**src/rtl/i2c_scl_pkg.sv**
```systemverilog
package i2c_scl_pkg;
  localparam int unsigned LOW_OFFSET  = 7;
  localparam int unsigned HIGH_OFFSET = 5;

  typedef enum logic [1:0] {
    PH_IDLE = 2'd0,
    PH_LOW  = 2'd1,
    PH_HIGH = 2'd2
  } scl_phase_e;
endpackage

```
**src/rtl/scl_tick_div.sv**
```systemverilog
module scl_tick_div #(
  parameter int PSC_W = 8
) (
  input  logic             clk,
  input  logic             rst_n,
  input  logic             en,
  input  logic [PSC_W-1:0] psc,
  output logic             tick
);
  logic [PSC_W-1:0] div_q, div_d;

  always_comb begin
    tick  = en && (div_q == psc);
    div_d = div_q;
    if (!en)       div_d = '0;
    else if (tick) div_d = '0;
    else           div_d = div_q + 1'b1;
  end

  always_ff @(posedge clk or negedge rst_n) begin
    if (!rst_n) div_q <= '0;
    else        div_q <= div_d;
  end

  // after a tick, the next cycle cannot tick unless the divisor is one
  p_tick_gap_r1: assert property (@(posedge clk) disable iff (!rst_n)
    (tick && psc != '0) |=> (!tick || psc == '0));
endmodule

```
**src/rtl/scl_len_sel.sv**
```systemverilog
module scl_len_sel #(
  parameter int FW = 8,
  parameter int LW = FW + 1
) (
  input  logic [2*FW-1:0] lo_cfg,
  input  logic [2*FW-1:0] hi_cfg,
  input  logic            use_hs,
  output logic [LW-1:0]   lo_len,
  output logic [LW-1:0]   hi_len
);
  import i2c_scl_pkg::*;

  logic [FW-1:0] lo_field [2];
  logic [FW-1:0] hi_field [2];

  for (genvar g = 0; g < 2; g++) begin : g_field
    assign lo_field[g] = lo_cfg[g*FW +: FW];
    assign hi_field[g] = hi_cfg[g*FW +: FW];
  end

  always_comb begin
    lo_len = {1'b0, lo_field[use_hs]} + LW'(LOW_OFFSET);
    hi_len = {1'b0, hi_field[use_hs]} + LW'(HIGH_OFFSET);
  end
endmodule

```
**src/rtl/scl_phase_fsm.sv**
```systemverilog
module scl_phase_fsm #(
  parameter int LW = 9
) (
  input  logic          clk,
  input  logic          rst_n,
  input  logic          en,
  input  logic          tick,
  input  logic          hs_mode,
  input  logic          hs_switch,
  input  logic [LW-1:0] lo_len,
  input  logic [LW-1:0] hi_len,
  output logic          use_hs,
  output logic          low_phase
);
  import i2c_scl_pkg::*;

  scl_phase_e    state_q, state_d;
  logic [LW-1:0] cnt_q, cnt_d;
  logic [LW-1:0] len_q, len_d;
  logic          hs_q, hs_d;
  logic          pend_q, pend_d;
  logic          start_ev, end_ev, swap;

  always_comb begin
    start_ev = tick && (state_q == PH_IDLE);
    end_ev   = tick && (state_q != PH_IDLE) && (cnt_q == len_q - 1'b1);
    swap     = start_ev || end_ev;
    use_hs   = hs_mode && (hs_q || pend_q || hs_switch);

    state_d = state_q;
    cnt_d   = cnt_q;
    len_d   = len_q;
    hs_d    = hs_q;
    pend_d  = pend_q;

    if (!en) begin
      state_d = PH_IDLE;
      cnt_d   = '0;
      len_d   = '0;
      hs_d    = 1'b0;
      pend_d  = 1'b0;
    end else begin
      if (swap) begin
        cnt_d  = '0;
        hs_d   = use_hs;
        pend_d = 1'b0;
        if (state_q == PH_LOW) begin
          state_d = PH_HIGH;
          len_d   = hi_len;
        end else begin
          state_d = PH_LOW;
          len_d   = lo_len;
        end
      end else begin
        if (tick) cnt_d = cnt_q + 1'b1;
        if (hs_switch && hs_mode) pend_d = 1'b1;
      end
      if (!hs_mode) begin
        hs_d   = 1'b0;
        pend_d = 1'b0;
      end
    end
  end

  always_ff @(posedge clk or negedge rst_n) begin
    if (!rst_n) begin
      state_q <= PH_IDLE;
      cnt_q   <= '0;
      len_q   <= '0;
      hs_q    <= 1'b0;
      pend_q  <= 1'b0;
    end else begin
      state_q <= state_d;
      cnt_q   <= cnt_d;
      len_q   <= len_d;
      hs_q    <= hs_d;
      pend_q  <= pend_d;
    end
  end

  assign low_phase = (state_q == PH_LOW);

  // the phase counter never reaches the latched length
  p_cnt_bound_r2: assert property (@(posedge clk) disable iff (!rst_n)
    (state_q != PH_IDLE) |-> (cnt_q < len_q));
  // a finished low phase is always followed by a released phase
  p_low_to_high_r3: assert property (@(posedge clk) disable iff (!rst_n)
    (en && end_ev && state_q == PH_LOW) |=> (state_q == PH_HIGH));
  // the latched length holds for the whole phase
  p_len_hold_r8: assert property (@(posedge clk) disable iff (!rst_n)
    (en && state_q != PH_IDLE && !swap) |=> $stable(len_q));
  // once on the high-speed counts, the selection stays there
  p_hs_sticky_r6: assert property (@(posedge clk) disable iff (!rst_n)
    (hs_q && en && hs_mode) |=> hs_q);
  // disabling returns all state to reset
  p_disable_clear_r9: assert property (@(posedge clk) disable iff (!rst_n)
    !en |=> (state_q == PH_IDLE && cnt_q == '0 && !hs_q && !pend_q));
endmodule

```
**src/rtl/i2c_scl_timer.sv**
```systemverilog
module i2c_scl_timer #(
  parameter int PSC_W = 8,
  parameter int FW    = 8
) (
  input  logic            clk,
  input  logic            rst_n,
  input  logic            en,
  input  logic            hs_mode,
  input  logic            hs_switch,
  input  logic [PSC_W-1:0] psc,
  input  logic [2*FW-1:0] scl_lo_cfg,
  input  logic [2*FW-1:0] scl_hi_cfg,
  output logic            scl_drive_low,
  output logic            tick
);
  localparam int LW = FW + 1;

  logic          use_hs;
  logic          low_phase;
  logic [LW-1:0] lo_len, hi_len;

  scl_tick_div #(.PSC_W(PSC_W)) u_div (
    .clk  (clk),
    .rst_n(rst_n),
    .en   (en),
    .psc  (psc),
    .tick (tick)
  );

  scl_len_sel #(.FW(FW), .LW(LW)) u_sel (
    .lo_cfg(scl_lo_cfg),
    .hi_cfg(scl_hi_cfg),
    .use_hs(use_hs),
    .lo_len(lo_len),
    .hi_len(hi_len)
  );

  scl_phase_fsm #(.LW(LW)) u_fsm (
    .clk      (clk),
    .rst_n    (rst_n),
    .en       (en),
    .tick     (tick),
    .hs_mode  (hs_mode),
    .hs_switch(hs_switch),
    .lo_len   (lo_len),
    .hi_len   (hi_len),
    .use_hs   (use_hs),
    .low_phase(low_phase)
  );

  assign scl_drive_low = en && low_phase;

  // no tick and no low drive while disabled
  p_idle_quiet_r7: assert property (@(posedge clk) disable iff (!rst_n)
    !en |-> (!tick && !scl_drive_low));
endmodule

```
**config.mk**
```make
export PLATFORM = sky130hd
export DESIGN_NAME = i2c_scl_timer
export DESIGN_NICKNAME = d
export VERILOG_FILES = /design/src/rtl/i2c_scl_pkg.sv /design/src/rtl/scl_tick_div.sv /design/src/rtl/scl_len_sel.sv /design/src/rtl/scl_phase_fsm.sv /design/src/rtl/i2c_scl_timer.sv
export SDC_FILE = /design/constraint.sdc
export NUM_CORES = 1
export LEC_CHECK = 0
export ABC_AREA = 1
export BUFFER_PORTS_ARGS = -buffer_cell sky130_fd_sc_hd__buf_2
export CORE_MARGIN = 2
export CORE_UTILIZATION = 30
export DETAILED_ROUTE_END_ITERATION = 6
export GPL_TIMING_DRIVEN = 0
export SLEW_MARGIN = 10
export SYNTH_ARGS = -nofsm -noshare
export SYNTH_HDL_FRONTEND = slang
export SYNTH_SLANG_ARGS = --single-unit
export TNS_END_PERCENT = 10
```
**constraint.sdc**
```tcl
create_clock -name clk -period 3.05 [get_ports clk]
set_input_delay 0.1525 -clock clk [delete_from_list [all_inputs] [get_ports clk]]
set_output_delay 0.1525 -clock clk [all_outputs]
set_load 0.05 [all_outputs]
```
Yosys cells after proc, flatten, opt, wreduce, memory -nomap -nowiden
Cells that the tools add are included.
{"block": "totals", "romBits": 0, "elab_cells": 56, "out_inout_bits": 2, "input_bits": 45, "ram_bits": 0, "mem_count": 0, "ff_bits": 30, "latch_bits": 0}
{"block": "op_classes", "shift": 0, "eq_ne": 7, "n_div": 0, "n_addsub": 5, "multipliers": 0, "reduce_logical": 12, "n_lt_le_gt_ge": 1, "n_bitwise": 1, "n_mux": 24}
{"cell": "$mux W8", "n": 8}
{"cell": "$mux W9", "n": 6}
{"cell": "$add A8 B3 Y9 const B", "n": 2}
{"cell": "$add A9 B1 Y9 const B", "n": 1}
{"cell": "$eq A9 B9 Y1", "n": 1}
{"cell": "$sub A9 B1 Y9 const B", "n": 1}
{"cell": "$add A8 B1 Y8 const B", "n": 1}
{"cell": "$eq A8 B8 Y1", "n": 1}
{"cell": "$logic_and A1 B1 Y1", "n": 7}
{"cell": "$mux W1", "n": 7}
{"cell": "$mux W2", "n": 3}
{"cell": "$ne A4 B2 Y1 const B", "n": 1}
{"cell": "$logic_or A1 B1 Y1", "n": 3}
{"cell": "$ne A3 B1 Y1 const B", "n": 1}
{"cell": "$ne A3 B2 Y1 const B", "n": 1}
{"cell": "$eq A2 B1 Y1 const B", "n": 1}
{"cell": "$ge A2 B2 Y1 const B", "n": 1}
{"cell": "$logic_not A2 Y1", "n": 1}
{"cell": "$ne A2 B1 Y1 const B", "n": 1}
{"cell": "$not A1 Y2", "n": 1}
{"cell": "$reduce_bool A2 Y1", "n": 1}

Longest topological paths before layout
{"block": "depth", "ltp_word": 11, "ltp_mapped": 17, "depth_no_buf": 16}

By module
From an unflattened synthesis, not the netlist that was laid out.
{"block": "hier_totals", "hier_cells": 456, "area_unflattened_um2": 2780.2}
{"mod": "scl_phase_fsm", "area_each_um2": 1491.4, "instances": 1, "cells_each": 224}
{"mod": "scl_tick_div", "area_each_um2": 695.7, "instances": 1, "cells_each": 116}
{"mod": "scl_len_sel", "area_each_um2": 585.6, "instances": 1, "cells_each": 114}
{"mod": "i2c_scl_timer", "area_each_um2": 7.5, "instances": 1, "cells_each": 2}

Least setup slack after synthesis
OpenSTA, ideal clock, no wires.
{"block": "synth_timing", "kind": "flip-flop to flip-flop", "from": "register u_fsm.state_q[1]", "to": "register u_fsm.len_q[8]", "path_stages_with_launch": 8, "t_arrival_ns": 1.992, "period_less_slack_ns": 2.075, "path_buffers": 0, "t_required_ns": 2.967, "setup_slack_ns": 0.975, "setup_ns": 0.083, "cell_sequence": "dfrtp_1 > nor2_2 > inv_1 > nor2_1 > nand2_1 > o31ai_1 > nand2_1 > o21ai_0"}
{"block": "synth_via", "elab_chain_len": 5, "elab_cells_between_ends": 11, "cone_classes": "eq/ne (2); mux (3); reduce/logical (6)"}
{"item": "start: declaration", "line": "scl_phase_fsm.sv:17", "rtl": "scl_phase_e state_q, state_d;"}
{"item": "start signal: assignment", "line": "scl_phase_fsm.sv:73", "rtl": "state_q <= state_d;"}
{"item": "$reduce_bool A2 Y1", "line": "scl_phase_fsm.sv:26", "rtl": "end_ev = tick && (state_q != PH_IDLE) && (cnt_q == len_q - 1'b1);"}
{"item": "$logic_and A1 B1 Y1 (2 in a row)", "line": "scl_phase_fsm.sv:26"}
{"item": "$logic_or A1 B1 Y1", "line": "scl_phase_fsm.sv:27", "rtl": "swap = start_ev || end_ev;"}
{"item": "$ne A2 B1 Y1 (no line)"}
{"item": "end signal: assignment", "line": "scl_phase_fsm.sv:75", "rtl": "len_q <= len_d;"}
{"item": "end: declaration", "line": "scl_phase_fsm.sv:19", "rtl": "logic [LW-1:0] len_q, len_d;"}
Several ways; a longest one is shown, not always the timed one. The select of a mux whose other input is x is not followed.
A chain may end at the register's enable or synchronous reset.

Final worst setup path
{"block": "layout_timing", "from": "register u_fsm.len_q[0]", "to": "register u_fsm.pend_q"}
{"block": "layout_via", "elab_chain_len": 7, "elab_cells_between_ends": 8, "cone_classes": "add/sub (1); eq/ne (2); mux (3); reduce/logical (2)"}
{"item": "$sub A9 B1 Y9 *", "line": "scl_phase_fsm.sv:26"}
{"item": "$eq A9 B9 Y1 *", "line": "scl_phase_fsm.sv:26"}
{"item": "$logic_and A1 B1 Y1 *", "line": "scl_phase_fsm.sv:26"}
{"item": "$logic_or A1 B1 Y1 *", "line": "scl_phase_fsm.sv:27"}
{"item": "$mux W1", "line": "scl_phase_fsm.sv:43", "rtl": "if (swap) begin"}
{"item": "$mux W1", "line": "scl_phase_fsm.sv:58", "rtl": "if (!hs_mode) begin"}
{"item": "$mux W1", "line": "scl_phase_fsm.sv:36", "rtl": "if (!en) begin"}
{"item": "end signal: assignment", "line": "scl_phase_fsm.sv:77", "rtl": "pend_q <= pend_d;"}
{"item": "end: declaration", "line": "scl_phase_fsm.sv:21", "rtl": "logic pend_q, pend_d;"}
Mark *: on every way between the ends. The rest lies on a longest branch, timed or not.

==> metrics.log <==
INFO  metric yosys.area_share.simple = 0.431
INFO  metric vias_per_cell = 4.48
INFO  metric final-max-slew-violation-count = 0
INFO  metric cp_data_required_time = 3220 ps
INFO  metric rows = 32
INFO  metric h_tree_levels = 2
INFO  metric initial_utilization = 0.312
INFO  metric preCtsSetupSlack = 891 ps
INFO  metric detail_route.drc_violations = 0
INFO  metric critPathArrivalTime = 2330 ps
INFO  metric number_of_drc_violations_after_detailed_routing_iteration_0 = 87
INFO  metric setup.worst_path.start_class = flip-flop
INFO  metric buffer_ports.inserted = 46
INFO  metric hold_crit_start = hs_switch
INFO  metric synth_enable_flop_cells = 0
INFO  metric timing.final.crit_share = 0.708
INFO  metric yosys.cell_types.count = 35
INFO  metric post_synth_fa_ha_maj_area_fraction = 0.0257
INFO  metric clkLatencyLatePin = 280 ps
INFO  metric cp_num_buf_inv = 3
INFO  metric synth-warning-count = 0
INFO  metric fin_ws = 890 ps
INFO  metric tritoncts.num_buffers = 5
INFO  metric run_status = finished, final reports clean
INFO  metric routed-via-count = 2405
INFO  metric final-instance-count-excl-fill = 537
INFO  metric critPathMostFrequentCell = sky130_fd_sc_hd__nand2_1
INFO  metric cts_buffer_depth = 2
INFO  metric critPathMaxStageDelay = 400 ps
INFO  metric grt_usage = 0.145
INFO  metric crit_path_cell_count = 16
INFO  metric dp.cells = approximately 530
INFO  metric area.growth.synth_to_final = 19.7%
INFO  metric class_of_the_most_critical_setup_path = flip-flop to flip-flop
INFO  metric slowest_stage = sky130_fd_sc_hd__dfrtp_1
INFO  metric critPathMaxFanout = 10
INFO  metric globalRouteOverflowTotal = 0
INFO  metric detailedPlacementHpwl = 4760 microns
INFO  metric grt_use_met2 = 0.250
INFO  metric timing.final.setup_violations = 0
INFO  metric yosys_register_bits = 30
INFO  metric critPathLaunch = u_fsm.len_q[0]
INFO  metric cts.clk_slew.worst_paths = 60 ps
INFO  metric antenna_diodes = 0
INFO  metric floorplan.die_area = 0.00886 sq mm
INFO  metric detail_route.first_pass.iterations = 6
INFO  metric worst_setup_path_end_kind = flip-flop
INFO  metric initial_antenna_violation_count = 0
INFO  metric grt_setup_unrepaired = false
INFO  metric fp.dieH = 94.1 microns
INFO  metric met1_usage = 0.187
INFO  metric synth_area = 0.00244 sq mm
INFO  metric die_w = 94.1 microns
INFO  metric multiInputGateArea = 0.00145 sq mm
INFO  metric final_antenna_net_count = 0
INFO  metric timing.max_cap.violations = 0
INFO  metric pleak = 1.53 nW
INFO  metric layout_net_count = 485
INFO  metric power-per-cell-area = approximately 560 mW/mm^2
INFO  metric placeableCoreArea = about 0.0078 sq mm
INFO  metric hp-class = input pin to flip-flop
INFO  metric synth_area_in_xor_xnor = 0.0360
INFO  metric final_layout_size_suffix_gt1_frac = 0.191
INFO  metric worst_ir_drop_vdd = 200 uV
INFO  metric layout.filler_cells = 845
INFO  metric slew_headroom = 0.555
INFO  metric tritoncts = built
INFO  metric grt_pass1_vias = 2360
INFO  metric clk_sink_count = 30
INFO  metric wire_length_of_the_first_global_routing_pass = 10400 microns
INFO  metric worstReg2RegStart = u_fsm.len_q[0]
INFO  metric timing.hold.worst_path_depth = 3
INFO  metric post_synth.cell_area_avg = 6.39 sq um
INFO  metric met3_grt_util = 0.0241
INFO  metric finalCriticalPeriod = 2160 ps
INFO  metric synth_compound_area_frac = 0.101
INFO  metric grt_max_degree = 31
INFO  metric setup_total_negative_slack = 0 ps
INFO  metric crit_chain = inv_2 -> ha_1 -> inv_1 -> nand2_1 -> nand2_1 -> nand2_1 -> nand2_1 -> nor2_1 -> nand2_1 -> nor2_1 -> nand2_1 -> o21bai_2 -> nand2_2 -> buf_6 -> nand2_1 -> nor2_1
INFO  metric tightestPinTransition = 668 ps
INFO  metric yosys-mux-area-fraction = 0
INFO  metric seqCellArea = 751 sq um
INFO  metric max_freq = 463 MHz
INFO  metric synth_seq_area_share = 0.308
INFO  metric largest_family_of_logic_cells_by_synthesized_area = simple AND/OR/NAND/NOR gates
INFO  metric report.final.hold_viol_count = 0
INFO  metric post_synthesis_async_set_or_reset_flop_share = 1.00
INFO  metric grt_busiest_layer = met2
INFO  metric number_of_nets_in_the_synthesized_netlist = 431
INFO  metric cts.root.buffer_cell = sky130_fd_sc_hd__clkbuf_8
INFO  metric top_level_ports = 47
INFO  metric routed_wl = ~5800 microns
INFO  metric rr_worst_depth = 16
INFO  metric clock_skew = between 4 and 5 ps
INFO  metric critical_path.top_delay_family = simple AND/OR/NAND/NOR gates
INFO  metric most_used_dff_post_synth = sky130_fd_sc_hd__dfrtp_1
INFO  metric post_drt_wl_per_cell = between 10 and 15 microns
INFO  metric place_congestion = between 0.7 and 0.8
INFO  metric post_synth_inst_count = approximately 380
path summary, 6_finish.rpt:
kind | end | slack, ps
min | u_fsm.pend_q | 120
min reg2reg | u_fsm.len_q[1] | 510
min in group asynchronous | u_div.div_q[7] | 430
max reg2reg | u_fsm.pend_q | 890
max | u_fsm.pend_q | 890
max in group asynchronous | u_fsm.len_q[5] | 2180
cells in the final DEF, fill, tap and decap left out, types with 2 or more instances in the layout:
master	Yosys	final
sky130_fd_sc_hd__nand2_1	130	130
sky130_fd_sc_hd__nor2_1	34	34
sky130_fd_sc_hd__a21oi_1	11	11
sky130_fd_sc_hd__nand4_1	6	6
sky130_fd_sc_hd__xnor2_1	3	3
sky130_fd_sc_hd__o21ai_0	12	12
sky130_fd_sc_hd__o21ai_2	5	5
sky130_fd_sc_hd__inv_2	4	4
sky130_fd_sc_hd__nand2_2	2	2
sky130_fd_sc_hd__clkbuf_8	0	6
sky130_fd_sc_hd__nand3b_1	5	5
sky130_fd_sc_hd__ha_1	5	5
sky130_fd_sc_hd__xor2_1	7	7
sky130_fd_sc_hd__dfrtp_1	30	30
sky130_fd_sc_hd__inv_1	47	47
sky130_fd_sc_hd__nand3_1	41	41
sky130_fd_sc_hd__o211ai_1	2	2
sky130_fd_sc_hd__buf_2	2	48
sky130_fd_sc_hd__nor3_1	4	4
sky130_fd_sc_hd__nor2_2	5	5
sky130_fd_sc_hd__o21bai_1	2	2
sky130_fd_sc_hd__buf_6	2	2
sky130_fd_sc_hd__o21ai_1	5	5
sky130_fd_sc_hd__nor3_2	2	2
sky130_fd_sc_hd__nand3_2	4	4
cells in the mapped netlist, types with 2 or more instances:
library cell / instances / area, sq um
sky130_fd_sc_hd__xnor2_1: 3 / 26.3
sky130_fd_sc_hd__o211ai_1: 2 / 15.0
sky130_fd_sc_hd__a21oi_1: 11 / 55.1
sky130_fd_sc_hd__nor3_2: 2 / 20.0
sky130_fd_sc_hd__o21bai_1: 2 / 15.0
sky130_fd_sc_hd__nand3b_1: 5 / 37.5
sky130_fd_sc_hd__buf_2: 2 / 10.0
sky130_fd_sc_hd__nand3_2: 4 / 40.0
sky130_fd_sc_hd__ha_1: 5 / 62.6
sky130_fd_sc_hd__inv_2: 4 / 15.0
sky130_fd_sc_hd__nand3_1: 41 / 205
sky130_fd_sc_hd__nor2_2: 5 / 31.3
sky130_fd_sc_hd__nand2_2: 2 / 12.5
sky130_fd_sc_hd__o21ai_0: 12 / 60.1
sky130_fd_sc_hd__xor2_1: 7 / 61.3
sky130_fd_sc_hd__buf_6: 2 / 22.5
sky130_fd_sc_hd__nand2_1: 130 / 488
sky130_fd_sc_hd__nor3_1: 4 / 20.0
sky130_fd_sc_hd__o21ai_2: 5 / 43.8
sky130_fd_sc_hd__o21ai_1: 5 / 25.0
sky130_fd_sc_hd__nand4_1: 6 / 37.5
sky130_fd_sc_hd__inv_1: 47 / 176
sky130_fd_sc_hd__dfrtp_1: 30 / 751
sky130_fd_sc_hd__nor2_1: 34 / 128
power breakdown:
part           internal (mW)  switching [mW]  total [mW]
logic                  0.255           0.443       0.698
registers              0.454          0.0590       0.513
clock network          0.261           0.152       0.413
total                  0.970           0.654        1.62
worst reg2reg max path, cell delays in order (launching register included):
cell	delay, ps
sky130_fd_sc_hd__dfrtp_1	400
sky130_fd_sc_hd__inv_2	100
sky130_fd_sc_hd__ha_1	260
sky130_fd_sc_hd__inv_1	60
sky130_fd_sc_hd__nand2_1	80
sky130_fd_sc_hd__nand2_1	60
sky130_fd_sc_hd__nand2_1	50
sky130_fd_sc_hd__nand2_1	40
sky130_fd_sc_hd__nor2_1	100
sky130_fd_sc_hd__nand2_1	50
sky130_fd_sc_hd__nor2_1	90
sky130_fd_sc_hd__nand2_1	80
sky130_fd_sc_hd__o21bai_2	230
sky130_fd_sc_hd__nand2_2	150
sky130_fd_sc_hd__buf_6	180
sky130_fd_sc_hd__nand2_1	70
sky130_fd_sc_hd__nor2_1	40
sequential cells by signal, summed over array words and instances (netlist names):
signal	cells
u_fsm.cnt_q	9
u_fsm.len_q	9
u_div.div_q	8
u_fsm.state_q	2
u_fsm.hs_q	1
u_fsm.pend_q	1
metal layers:
metal  share of wire  vias up
met5               0        -
met4           0.011        0
met3           0.041        5
met2            0.46       55
met1            0.49     1026
li1                -     1319
layout make-up:
type | count | share of cell area
Buffer | 7 | 0.0163
Clock buffer | 6 | 0.0283
Clock inverter | 1 | 0.0103
Inverter | 51 | 0.0656
Multi-Input combinational cell | 293 | 0.496
Sequential cell | 30 | 0.257
Tap cell | 102 | 0.0438
Timing Repair Buffer | 47 | 0.0824
metrics by stage:
| stage | power, mW | util | hold slack, ps | cell area [sq um] |
|---|---|---|---|---|
| CTS | 1.64 | 0.374 | 120 | 2920 |
| global placement | 1.21 | 0.358 | 237 | 2790 |
| detailed placement | 1.22 | 0.358 | 243 | 2790 |
| floorplan | 1.05 | - | -143 | 2440 |
| global route | 1.77 | 0.374 | 128 | 2920 |
| finish | 1.62 | 0.374 | 122 | 2920 |
cells by family after synthesis:
group,Yosys count
fa+ha+maj,5
xor+xnor,10
buf+inv,58
compound gates,41
flops,30
simple gates,237
repair_timing:
item / CTS / global route
setup buffers: 0 / 0
hold buffers: 1 / 0
gates resized for setup: 0 / 0
hold endpoints to repair: 30 / 0
Power figures use the tool's default switching activity.
